## src/rtl/rpf_pkg.sv

```systemverilog
package rpf_pkg;

   // Number of entries from pointer b forward to pointer a, with wrap bit.
   function automatic int unsigned ptr_dist(input int unsigned a,
                                            input int unsigned b,
                                            input int unsigned ptr_w);
      int unsigned m;
      m = (32'd1 << ptr_w) - 1;
      return (a - b) & m;
   endfunction

   typedef struct packed {
      logic wr;
      logic rd;
      logic cmt;
   } rpf_evt_t;

endpackage

```

## src/rtl/rpf_ptr.sv

```systemverilog
module rpf_ptr #(
   parameter int PTR_W = 4
) (
   input  logic             clk,
   input  logic             rst_n,
   input  logic             inc,
   input  logic             load,
   input  logic [PTR_W-1:0] load_val,
   output logic [PTR_W-1:0] ptr
);

   if (PTR_W < 2) begin : g_bad_w
      $error("rpf_ptr: PTR_W must be at least 2");
   end

   always_ff @(posedge clk) begin
      if (!rst_n)
         ptr <= '0;
      else if (load)
         ptr <= load_val;
      else if (inc)
         ptr <= ptr + 1'b1;
   end

endmodule

```

## src/rtl/rpf_store.sv

```systemverilog
module rpf_store #(
   parameter int DATA_W = 32,
   parameter int DEPTH  = 8,
   parameter int AW     = 3
) (
   input  logic              clk,
   input  logic              we,
   input  logic [AW-1:0]     waddr,
   input  logic [DATA_W-1:0] wdata,
   input  logic [AW-1:0]     raddr,
   output logic [DATA_W-1:0] rdata
);

   if ((1 << AW) != DEPTH) begin : g_bad_aw
      $error("rpf_store: AW does not match DEPTH");
   end

   logic [DATA_W-1:0] mem [DEPTH];

   always_ff @(posedge clk) begin
      if (we)
         mem[waddr] <= wdata;
   end

   assign rdata = mem[raddr];

endmodule

```

## src/rtl/rpf_grant_delay.sv

```systemverilog
module rpf_grant_delay #(
   parameter int LAT = 4
) (
   input  logic clk,
   input  logic rst_n,
   input  logic clr,
   input  logic pulse_in,
   output logic pulse_out
);

   if (LAT < 0) begin : g_bad_lat
      $error("rpf_grant_delay: LAT must not be negative");
   end

   if (LAT == 0) begin : g_bypass
      assign pulse_out = pulse_in & ~clr;
   end else begin : g_line
      logic [LAT-1:0] stage;
      for (genvar i = 0; i < LAT; i++) begin : g_stage
         if (i == 0) begin : g_first
            always_ff @(posedge clk) begin
               if (!rst_n || clr)
                  stage[0] <= 1'b0;
               else
                  stage[0] <= pulse_in;
            end
         end else begin : g_next
            always_ff @(posedge clk) begin
               if (!rst_n || clr)
                  stage[i] <= 1'b0;
               else
                  stage[i] <= stage[i-1];
            end
         end
      end
      assign pulse_out = stage[LAT-1];


      clear_empties_line_chk: assert property (@(posedge clk) disable iff (!rst_n)
         clr |=> (stage == '0));
   end

endmodule

```

## src/rtl/rpf_replay_buffer.sv

```systemverilog
module rpf_replay_buffer #(
   parameter int DATA_W     = 32,
   parameter int DEPTH      = 8,
   parameter int COMMIT_LAT = 4
) (
   input  logic              clk,
   input  logic              rst_n,
   input  logic              wr_en_i,
   input  logic [DATA_W-1:0] wr_data_i,
   input  logic              rd_en_i,
   output logic [DATA_W-1:0] rd_data_o,
   output logic              rd_valid_o,
   input  logic              grant_i,
   input  logic              rollback_i,
   output logic              full_o,
   output logic              credit_o
);

   import rpf_pkg::*;

   localparam int AW    = $clog2(DEPTH);
   localparam int PTR_W = AW + 1;
   localparam logic [PTR_W-1:0] DEPTH_P = PTR_W'(DEPTH);

   if (DEPTH < 2 || (DEPTH & (DEPTH - 1)) != 0) begin : g_bad_depth
      $error("rpf_replay_buffer: DEPTH must be a power of two, at least 2");
   end
   if (DATA_W < 1) begin : g_bad_width
      $error("rpf_replay_buffer: DATA_W must be positive");
   end

   logic [PTR_W-1:0] tail_ptr, rd_ptr, cmt_ptr;
   logic [PTR_W-1:0] occ_all, occ_unv;
   logic             grant_due;
   rpf_evt_t         evt;

   assign occ_all    = tail_ptr - cmt_ptr;
   assign occ_unv    = rd_ptr - cmt_ptr;
   assign full_o     = (occ_all == DEPTH_P);
   assign rd_valid_o = (rd_ptr != tail_ptr);

   assign evt.wr  = wr_en_i & ~full_o;
   assign evt.rd  = rd_en_i & rd_valid_o & ~rollback_i;
   assign evt.cmt = grant_due & (cmt_ptr != rd_ptr) & ~rollback_i;

   rpf_ptr #(.PTR_W(PTR_W)) u_tail (
      .clk(clk), .rst_n(rst_n), .inc(evt.wr), .load(1'b0),
      .load_val('0), .ptr(tail_ptr));

   rpf_ptr #(.PTR_W(PTR_W)) u_rd (
      .clk(clk), .rst_n(rst_n), .inc(evt.rd), .load(rollback_i),
      .load_val(cmt_ptr), .ptr(rd_ptr));

   rpf_ptr #(.PTR_W(PTR_W)) u_cmt (
      .clk(clk), .rst_n(rst_n), .inc(evt.cmt), .load(1'b0),
      .load_val('0), .ptr(cmt_ptr));

   rpf_grant_delay #(.LAT(COMMIT_LAT)) u_dly (
      .clk(clk), .rst_n(rst_n), .clr(rollback_i),
      .pulse_in(grant_i), .pulse_out(grant_due));

   rpf_store #(.DATA_W(DATA_W), .DEPTH(DEPTH), .AW(AW)) u_mem (
      .clk(clk), .we(evt.wr), .waddr(tail_ptr[AW-1:0]), .wdata(wr_data_i),
      .raddr(rd_ptr[AW-1:0]), .rdata(rd_data_o));

   always_ff @(posedge clk) begin
      if (!rst_n)
         credit_o <= 1'b0;
      else
         credit_o <= evt.cmt;
   end


   fill_bound_chk: assert property (@(posedge clk) disable iff (!rst_n)
      ptr_dist(32'(tail_ptr), 32'(cmt_ptr), PTR_W) <= DEPTH);


   ptr_order_chk: assert property (@(posedge clk) disable iff (!rst_n)
      occ_unv <= occ_all);


   no_overflow_chk: assert property (@(posedge clk) disable iff (!rst_n)
      (full_o && wr_en_i) |=> $stable(tail_ptr));


   rollback_load_chk: assert property (@(posedge clk) disable iff (!rst_n)
      rollback_i |=> (rd_ptr == $past(cmt_ptr)));


   credit_step_chk: assert property (@(posedge clk) disable iff (!rst_n)
      credit_o |-> (cmt_ptr == $past(cmt_ptr) + 1'b1));


   empty_read_chk: assert property (@(posedge clk) disable iff (!rst_n)
      (!rd_valid_o && !rollback_i) |=> $stable(rd_ptr));

endmodule

```

## config.mk

```make
export PLATFORM = sky130hd
export DESIGN_NAME = rpf_replay_buffer
export DESIGN_NICKNAME = d
export VERILOG_FILES = /design/src/rtl/rpf_pkg.sv /design/src/rtl/rpf_ptr.sv /design/src/rtl/rpf_store.sv /design/src/rtl/rpf_grant_delay.sv /design/src/rtl/rpf_replay_buffer.sv
export SDC_FILE = /design/constraint.sdc
export NUM_CORES = 1
export LEC_CHECK = 0
export CAP_MARGIN = 30
export CORE_AREA = 10 10 147 149
export DETAILED_ROUTE_END_ITERATION = 8
export DIE_AREA = 0 0 157 159
export HOLD_SLACK_MARGIN = 0.06
export MAX_ROUTING_LAYER = met4
export PLACE_DENSITY = 0.78
export SYNTH_ARGS = -nofsm -noshare
export SYNTH_HDL_FRONTEND = slang
export SYNTH_SLANG_ARGS = --single-unit
export TNS_END_PERCENT = 10
```

## constraint.sdc

```tcl
create_clock -name clk -period 7.16 [get_ports clk]
set_input_delay 0.716 -clock clk [delete_from_list [all_inputs] [get_ports clk]]
set_output_delay 0.716 -clock clk [all_outputs]
set_load 0.01 [all_outputs]
```

==> results of run 1 <==
==> through the flow <==
stage,power (mW),cell area [um^2],instances
2_1_floorplan,2.03,10700,487
3_3_place_gp,2.16,11700,778
3_5_place_dp,2.17,11700,779
6_report,3.59,12600,830
5_1_grt,3.71,12600,830
4_1_cts,3.62,12600,829
==> per-layer routing <==
layer / part of all wire / GRT usage
met3: 0.051 / 0.0229
met1: 0.41 / 0.212
met2: 0.52 / 0.284
met4: 0.020 / 0.0425
met5: 0 / -
==> worst min-delay path by stage <==
| stage | start | end |
|---|---|---|
| after global routing | u_dly.g_line.stage[2] | u_dly.pulse_out |
| final | u_dly.g_line.stage[2] | u_dly.pulse_out |
| after CTS | u_dly.g_line.stage[2] | u_dly.pulse_out |
| after global placement | u_dly.g_line.stage[2] | u_dly.pulse_out |
| after floorplan | u_dly.g_line.stage[0] | u_dly.g_line.stage[1] |
| after detailed placement | u_dly.g_line.stage[2] | u_dly.pulse_out |
==> worst max-delay path: cells and delay by family, from the launching register on <==
kind                   cells  cell delay, ps
buffers and inverters      3            1180
DFF                        1             570
muxes                      2             860
==> sequential cells by signal (all words and copies together), names as in the netlist, named ones only <==
register            count
credit_o                1
u_cmt.ptr               4
u_dly.g_line.stage      3
u_dly.pulse_out         1
u_mem.mem             256
u_rd.ptr                4
u_tail.ptr              4
==> power by group <==
part           switching [mW]  internal [mW]  leakage, nW  total (mW)
sequential             0.0256           1.82         2.49        1.84
clock                   0.564          0.889        0.462        1.45
combinational           0.137          0.158         1.03       0.295
==> final cells by class <==
class                           instances  area (um^2)  share of cell area
Clock buffer                           38          767              0.0607
Clock inverter                         12          163              0.0129
Inverter                                7         26.3             0.00208
Multi-Input combinational cell        180         2460               0.195
Sequential cell                       276         8100               0.640
Tap cell                              234          293              0.0232
Timing Repair Buffer                   83          836              0.0661
==> logic make-up after synthesis <==
kind of cell    after synthesis  synth area share
simple gates                 46            0.0248
buf+inv                      31            0.0172
fa+ha+maj                     6           0.00703
flops                       276             0.757
compound gates               11           0.00726
xor+xnor                     16            0.0131
mux                         101             0.173
==> synthesized netlist by cell type, types with 6 or more instances <==
| library cell | count |
|---|---|
| xnor2_1 | 12 |
| ha_1 | 6 |
| and2_1 | 10 |
| edfxtp_1 | 256 |
| nand2_1 | 13 |
| dfxtp_1 | 20 |
| nor4_1 | 7 |
| inv_1 | 7 |
| clkbuf_1 | 6 |
| mux4_2 | 64 |
| buf_6 | 7 |
| buf_2 | 8 |
| mux2_2 | 32 |
==> results by group, run 1 <==
Final layout
  – Layout cell share with drive strength beyond 1: 0.275
  – Fillers: 1116
  – P&R area growth vs syn: 18.4%
  – Nets: 619
  – Final core occ: 0.680
  – Antenna diode count: 0
  – Commonest non-fill, non-tap cells in the layout: edfxtp_1, clkdlybuf4s50_1, mux4_2
  – Commonest non-fill, non-tap cell in the layout: edfxtp_1

Global routing
  – Initial antenna violation count: 0
  – Grt ovf: 0
  – First-pass GRT wire length: 31900 um
  – Vias in the first global route: 5453
  – Pin count of the biggest net entering global routing: 65
  – Gr usage total: 0.169

Logic synthesis
  – Netlist cell types: 28
  – Synth top area share: 0.720
  – EDFF count, synth: 256
  – Synth warn: 0
  – Yosys top cell by area: edfxtp_1
  – Sequential area share after synthesis: 0.757
  – Synth Cell Area: 10700 um^2
  – Synth Flop Type: edfxtp_1
  – Synth top area cells: edfxtp_1, mux4_2, dfxtp_1
  – Ys async rst share: 0
  – Register bit count reported by yosys: 276
  – Avg Cell Area, Syn: 21.9 um^2
  – Synthesized instance count: 487
  – Syn nets: 531

Routing
  – Via Count: 4980
  – Final wirelength: 20500 um
  – Wire per inst: 24.7 um
  – Antenna-violating nets left: 0
  – 1st-pass router iterations: 5
  – Drc violations: 0
  – Vias/cell: 6.00
  – Detailed router's first-iteration violation count: 392

Floorplan
  – Core area: 18600 um^2
  – Ports: 73
  – Die W: 157 um
  – Die area: 25000 um^2
  – Initial Util: 0.575
  – Die Span Y: 159 um
  – # rows: 50

Clock network
  – H-tree depth: 1
  – CTS tree: done
  – Clock root cell: clkbuf_16
  – Hold_buf cts: 0
  – Clk sinks: 276
  – Clock buffer depth: 3
  – CTS resizes: 0
  – Cts bufs inserted: 27
  – Total setup buffers inserted after CTS: 0
  – Clock transition at path regs: 60 ps
  – Clk_lat worst skew: 530 ps

Setup path
  – Reg2reg setup slack: 3460 ps
  – Startpoint Class: flip-flop
  – Critical Path RT: 6440 ps
  – Top fanout value on the critical path: 35
  – Worst setup path class: flip-flop to primary output
  – Reg2Reg Launch Point: u_tail.ptr[0]
  – Slowest cell delay on critical path: 570 ps
  – Crit path arrival time: 3130 ps
  – Cells on worst reg2reg path: 8
  – Worst Setup End Kind: primary output
  – Worst-path cell with the longest stage delay: dfxtp_4
  – RR Endpoint: u_mem.mem[0][17]
  – Crit path cell chain: buf_4 -> buf_16 -> mux4_2 -> mux2_2 -> clkdlybuf4s50_1
  – CP endpoint: rd_data_o[15]

Timing
  – Min Tclk post-route: 3850 ps
  – Relative slew slack: 0.362
  – Max Slew Vio Count: 0
  – Worst Tran Pin Value: 957 ps
  – Setup ws final: 3310 ps
  – Finish-stage setup viols: 0
  – Fmax achieved: 260 MHz
  – WHS: 411 ps
  – Count of final hold-check violations: 0
  – Fin Setup TNS: 0 ps
  – Crit share post-route: 0.537
  – RSZ-0062 raised after global routing: false
  – Final Skew: 20.1 ps

Power and ir drop
  – Leak pwr: 3.98 nW
  – Power Dens Cells: 284 nW/um^2
  – Peak VDD IR: 0.184 mV

Place
  – # port buffers: 72
  – Gpl congestion: 0.820
  – Pre-CTS WS: 3520 ps
  – DP HPWL: 11600 um

Run
  – Max-cap violation count: 0

Outcome
  – Status: finished clean

Hold path
  – Hold Path Depth: 1
  – Hold Crit Class: flip-flop to flip-flop
(Power assumes the default switching activity.)
==> run 2: changes to the inputs <==
--- a/config.mk
+++ b/config.mk
@@ -6,12 +6,12 @@
 export NUM_CORES = 1
 export LEC_CHECK = 0
 export CAP_MARGIN = 30
-export CORE_AREA = 10 10 147 149
+export CORE_AREA = 10 10 153 155
 export DETAILED_ROUTE_END_ITERATION = 8
-export DIE_AREA = 0 0 157 159
+export DIE_AREA = 0 0 163 165
 export HOLD_SLACK_MARGIN = 0.06
 export MAX_ROUTING_LAYER = met4
-export PLACE_DENSITY = 0.78
+export PLACE_DENSITY = 0.75
 export SYNTH_ARGS = -nofsm -noshare
 export SYNTH_HDL_FRONTEND = slang
 export SYNTH_SLANG_ARGS = --single-unit
==> constraint.sdc (replaced) <==
create_clock -name clk -period 3.3 [get_ports clk]
set_input_delay 0.33 -clock clk [delete_from_list [all_inputs] [get_ports clk]]
set_output_delay 0.33 -clock clk [all_outputs]
set_load 0.01 [all_outputs]
==> results by group, run 2 (synthesized netlist as in run 1, its figures left out) <==
Outcome
  – Status: finished clean

Routing
  – Drc violations: 0 (unchanged)
  – 1st-pass router iterations: 5 (unchanged)
  – Via Count: 5009 (+0.58%)
  – Vias/cell: 5.70 (-5.0%)
  – Detailed router's first-iteration violation count: 400 (+2.0%)
  – Final wirelength: 20900 um (+1.8%)
  – Wire per inst: 23.8 um (-3.9%)
  – Antenna-violating nets left: 0 (unchanged)

Global routing
  – Vias in the first global route: 5600 (+2.7%)
  – Initial antenna violation count: 0 (unchanged)
  – Gr usage total: 0.164 (-0.00429)
  – Grt ovf: 0 (unchanged)
  – Most crowded layer after global routing: met2
  – GR met3 Demand/Resource: 0.0256 (+0.00271)
  – Met2 usage: 0.268 (-0.0151)
  – GR Layer Usage met1: 0.210 (-0.00200)
  – First-pass GRT wire length: 33100 um (+3.6%)
  – Pin count of the biggest net entering global routing: 65 (unchanged)

Timing
  – Crit share post-route: 0.944
  – WHS: 358 ps (-52.6 ps)
  – Setup ws final: 185 ps (-3130 ps)
  – Count of final hold-check violations: 0 (unchanged)
  – Relative slew slack: 0.353 (-0.00961)
  – Fmax achieved: 321 MHz
  – Finish-stage setup viols: 0 (unchanged)
  – Worst Tran Pin Value: 971 ps (+14.4 ps)
  – Final Skew: 6.89 ps (-13.2 ps)
  – Max Slew Vio Count: 0 (unchanged)
  – RSZ-0062 raised after global routing: false
  – Min Tclk post-route: 3110 ps
  – Fin Setup TNS: 0 ps (unchanged)

Hold path
  – Hold Crit Class: input port to flip-flop
  – Worst hold start: grant_i

Clock network
  – Clock root cell: clkbuf_16
  – Clock buffer depth: 3 (unchanged)
  – Clk_lat worst skew: 530 ps (about the same)
  – Total setup buffers inserted after CTS: 0 (unchanged)
  – CTS tree: done
  – H-tree depth: 1 (unchanged)
  – Cts bufs inserted: 28 (+3.7%)
  – Hold_buf cts: 0 (unchanged)
  – Clk sinks: 276 (unchanged)
  – Clock transition at path regs: 60 ps (about the same)

Floorplan
  – Ports: 73 (unchanged)
  – Initial Util: 0.530 (-0.0453)
  – Die Span Y: 165 um (+3.8%)
  – # rows: 52 (+4.0%)
  – Core area: 20200 um^2 (+8.6%)
  – Die area: 26900 um^2 (+7.7%)
  – Die W: 163 um (+3.8%)

Setup path
  – Startpoint Class: flip-flop
  – Worst setup path class: flip-flop to primary output
  – Crit path cell chain: buf_4 -> mux4_2 -> mux2_2 -> clkdlybuf4s50_1
  – Worst Setup End Kind: primary output
  – Reg2Reg Launch Point: u_cmt.ptr[2]
  – Top fanout value on the critical path: 15 (-57%)
  – Critical Path RT: 2970 ps (-3470 ps)
  – Crit path arrival time: 2780 ps (-350 ps)
  – Worst-path cell with the longest stage delay: dfxtp_4
  – Slowest cell delay on critical path: 560 ps (about the same)

Power and ir drop
  – Switching share of power: 0.207 (+0.00425)
  – Peak VDD IR: 0.468 mV (+150%)
  – Combinational Power Share: 0.087 (+0.005)
  – Power Dens Cells: 609 nW/um^2 (+110%)
  – Power share of the sequential group: 0.510 (-0.003)
  – Power Internal: 6.22 mW (+120%)
  – Leak pwr: 4.06 nW (+1.8%)
  – Clock power share: 0.404 (about the same)
  – P_sw: 1.62 mW (+120%)

Final layout
  – Largest register FFs: 256 (unchanged)
  – Final core occ: 0.638 (-0.0426)
  – Biggest register: u_mem.mem
  – Fillers: 1351 (+21%)
  – Commonest non-fill, non-tap cells in the layout: edfxtp_1, clkdlybuf4s50_1, mux4_2
  – Nets: 632 (+2.1%)
  – Reg area: 8100 um^2 (about the same)
  – Commonest non-fill, non-tap cell in the layout: edfxtp_1
  – Antenna diode count: 0 (unchanged)
  – P&R area growth vs syn: 20.4%
  – Multi-input logic area: 2520 um^2 (+2.5%)
  – Layout cell share with drive strength beyond 1: 0.287 (+0.0122)

Place
  – Pre-CTS WS: 494 ps (-3020 ps)
  – DP HPWL: 12800 um (+11%)
  – # port buffers: 72 (unchanged)
  – Gpl congestion: 0.784 (-4.3%)

Run
  – Max-cap violation count: 0 (unchanged)
run 2: layout make-up:
class / instances / area share
inverter: 7 / 0.00204
tap: 270 / 0.0263
clock buffer: 34 / 0.0579
timing repair buffer: 95 / 0.0739
clock inverter: 17 / 0.0145
multi-input combinational: 180 / 0.196
sequential: 276 / 0.629
run 2: timing repair:
action	in CTS	in global routing
hold endpoints to repair	0	0
setup endpoints to repair	1	0
gates resized for setup	1	0
run 2: power by group through the flow:
stage / Sequential, mW / Clock, mW / Combinational [mW]
final: 3.99 / 3.16 / 0.679
after global routing: 4.00 / 3.35 / 0.733
after CTS: 4.00 / 3.23 / 0.694
after detailed placement: 4.07 / 0 / 0.689
after global placement: 4.05 / 0 / 0.678
after floorplan: 4.04 / 0 / 0.375
run 2: per-stage QoR:
step	cell area [um^2]	power, mW	cells
global route	12900	8.09	879
CTS	12900	7.92	879
floorplan	10700	4.41	487
detailed placement	11900	4.75	828
finish	12900	7.83	879
global placement	11900	4.73	827
run 2: critical path: cells and delay by family, from the launching register on:
family   cells  cell delay, ps
mux          2             830
buf+inv      2             860
flops        1             560
run 2: final timing paths:
kind | endpoint | slack, ps | cells past startpoint
worst max register to register | u_mem.mem[6][17] | 720 | 9
worst min-delay path | u_dly.g_line.stage[0] | 360 | 2
worst max-delay path | rd_data_o[28] | 190 | 4
worst min register to register | u_dly.g_line.stage[1] | 440 | 1
run 2: layer usage:
layer / part of all wire / wire (um) / vias up
met3: 0.046 / 972 / 38
met2: 0.51 / 10700 / 136
met1: 0.42 / 8830 / 2633
met5: 0 / 0 / -
met4: 0.021 / 433 / 0
li1: - / - / 2202
==> run 3: changes to the inputs <==
--- a/config.mk
+++ b/config.mk
@@ -6,9 +6,10 @@
 export NUM_CORES = 1
 export LEC_CHECK = 0
 export CAP_MARGIN = 30
-export CORE_AREA = 10 10 153 155
+export CORE_AREA = 10 10 195 123
+export CTS_BUF_LIST = sky130_fd_sc_hd__clkbuf_4 sky130_fd_sc_hd__clkbuf_8 sky130_fd_sc_hd__clkbuf_16
 export DETAILED_ROUTE_END_ITERATION = 8
-export DIE_AREA = 0 0 163 165
+export DIE_AREA = 0 0 205 133
 export HOLD_SLACK_MARGIN = 0.06
 export MAX_ROUTING_LAYER = met4
 export PLACE_DENSITY = 0.75
==> results by group, run 3 (synthesized netlist as in run 1, its figures left out) <==
Outcome
  – Status: finished clean

Power and ir drop
  – Peak VDD IR: 0.409 mV (-13%)
  – Combinational Power Share: 0.092 (+0.005)
  – Clock power share: 0.373 (-0.031)
  – Leak pwr: 3.99 nW (-1.7%)
  – Power share of the sequential group: 0.535 (+0.025)
  – P_sw: 1.56 mW (-3.6%)
  – Power Dens Cells: 585 nW/um^2 (-3.9%)
  – Switching share of power: 0.209 (+0.00263)
  – Power Internal: 5.90 mW (-5.1%)

Global routing
  – Initial antenna violation count: 0 (unchanged)
  – Gr usage total: 0.156 (-0.00867)
  – Pin count of the biggest net entering global routing: 33 (-49%)
  – Vias in the first global route: 5319 (-5.0%)
  – Grt ovf: 0 (unchanged)
  – First-pass GRT wire length: 31800 um (-4.0%)

Routing
  – Drc violations: 0 (unchanged)
  – Via Count: 4957 (-1.0%)
  – Final wirelength: 20600 um (-1.3%)
  – Detailed router's first-iteration violation count: 346 (-14%)
  – Vias/cell: 5.65 (-0.81%)
  – Wire per inst: 23.5 um (-1.1%)
  – 1st-pass router iterations: 5 (unchanged)
  – Antenna-violating nets left: 0 (unchanged)

Clock network
  – H-tree depth: 1 (unchanged)
  – Hold_buf cts: 0 (unchanged)
  – Clock root cell: clkbuf_16
  – Cts bufs inserted: 25 (-11%)
  – Total setup buffers inserted after CTS: 0 (unchanged)
  – CTS tree: done
  – Clock buffer depth: 3 (unchanged)
  – Clk sinks: 276 (unchanged)
  – Clock transition at path regs: 60 ps (about the same)
  – Clk_lat worst skew: 520 ps (about the same)

Place
  – DP HPWL: 12800 um (-0.13%)
  – Pre-CTS WS: 523 ps (+28.6 ps)
  – # port buffers: 72 (unchanged)
  – Gpl congestion: 0.802 (+2.3%)

Setup path
  – Startpoint Class: flip-flop
  – Slowest cell delay on critical path: 640 ps (+80 ps)
  – Crit path arrival time: 2850 ps (+70 ps)
  – Worst setup path class: flip-flop to primary output
  – Crit path cell chain: buf_4 -> inv_1 -> ha_1 -> nor2b_1 -> xnor2_1 -> nor4b_4 -> clkdlybuf4s50_1
  – Top fanout value on the critical path: 9 (-6)
  – Critical Path RT: 2970 ps (about the same)
  – Worst-path cell with the longest stage delay: clkdlybuf4s50_1
  – Worst Setup End Kind: primary output

Floorplan
  – Die W: 205 um (+26%)
  – Initial Util: 0.519 (-0.0103)
  – # rows: 41 (-21%)
  – Ports: 73 (unchanged)
  – Core area: 20600 um^2 (+2.0%)
  – Die Span Y: 133 um (-19%)
  – Die area: 27300 um^2 (+1.4%)

Final layout
  – Commonest non-fill, non-tap cells in the layout: edfxtp_1, clkdlybuf4s50_1, mux4_2
  – Antenna diode count: 0 (unchanged)
  – Final core occ: 0.619 (-0.0184)
  – Layout cell share with drive strength beyond 1: 0.293 (+0.00529)
  – Biggest register: u_mem.mem
  – Commonest non-fill, non-tap cell in the layout: edfxtp_1
  – Nets: 628 (-0.63%)
  – Largest register FFs: 256 (unchanged)
  – P&R area growth vs syn: 19.3%

Timing
  – Relative slew slack: 0.580 (+0.227)
  – RSZ-0062 raised after global routing: false
  – Min Tclk post-route: 3180 ps (+63.4 ps)
  – Setup ws final: 122 ps (-63.4 ps)
  – Crit share post-route: 0.963 (+0.0192)
  – Max Slew Vio Count: 0 (unchanged)
  – Fmax achieved: 315 MHz (-2.0%)
  – WHS: 367 ps (+8.86 ps)
  – Final Skew: 19.2 ps (+12.3 ps)
  – Count of final hold-check violations: 0 (unchanged)
  – Finish-stage setup viols: 0 (unchanged)
  – Worst Tran Pin Value: 630 ps (-341 ps)

Hold path
  – Hold Crit Class: input port to flip-flop

Run
  – Max-cap violation count: 0 (unchanged)
## run 3: changes by cell type in the layout (fill, tap and decap cells not counted), sizes merged
cell	previous run	this run
inv	8	9
clkbuf	34	31
buf	23	22
clkinv	12	5
clkinvlp	0	1
bufinv	4	2
## run 3: layout make-up
| class | count | area [um^2] |
|---|---|---|
| Tap cell | 279 | 349 |
| Clock inverter | 10 | 114 |
| Clock buffer | 31 | 671 |
| Timing Repair Buffer | 94 | 961 |
| Inverter | 7 | 26.3 |
| Sequential cell | 276 | 8100 |
| Multi-Input combinational cell | 180 | 2520 |
| Fill cell | 1405 | 7830 |
## run 3: worst max-delay path: cells and delay by family, from the launching register on
kind / cells / cell delay (ps)
AND/OR/NAND/NOR: 2 / 580
XOR/XNOR: 1 / 120
flip-flops: 1 / 300
buffers and inverters: 3 / 1100
adder cells (fa/ha/maj): 1 / 230
## run 3: power by group through the flow
stage	Combinational, mW	Clock [mW]	Sequential [mW]
2_1_floorplan	0.375	0	4.04
6_report	0.684	2.79	3.99
3_3_place_gp	0.679	0	4.06
5_1_grt	0.736	2.99	4.00
3_5_place_dp	0.691	0	4.07
4_1_cts	0.696	2.85	3.99
## run 3: final timing paths
check	startpoint	to	slack [ps]	depth (start not counted)
setup reg to reg	u_tail.ptr[0]	u_mem.mem[0][15]	530	10
hold reg to reg	u_dly.g_line.stage[1]	u_dly.g_line.stage[2]	440	1
hold / removal	grant_i	u_dly.g_line.stage[0]	370	2
setup / recovery	u_tail.ptr[0]	full_o	120	7
## run 3: what timing repair did
| action | CTS | global route |
|---|---|---|
| gates cloned | 0 | 0 |
| setup endpoints to repair | 1 | 1 |
| resized for setup | 1 | 1 |
| endpoints found under the hold margin | 0 | 0 |
## run 3: through the flow
stage / total power [mW] / TNS, ps / area, um^2 / instances
finish: 7.46 / 0 / 12700 / 877
global route: 7.72 / 0 / 12700 / 877
CTS: 7.53 / 0 / 12700 / 877
detailed placement: 4.76 / 0 / 12000 / 836
global placement: 4.74 / 0 / 12000 / 836
floorplan: 4.41 / -115870 / 10700 / 487
## run 3: layer usage
metal  track usage  vias to the layer above  routed length [um]
met1         0.234                     2560                9830
met5             -                        -                   0
met2         0.212                      184                8910
met3        0.0358                       29                1560
met4        0.0313                        0                 341
li1              -                     2184                   -
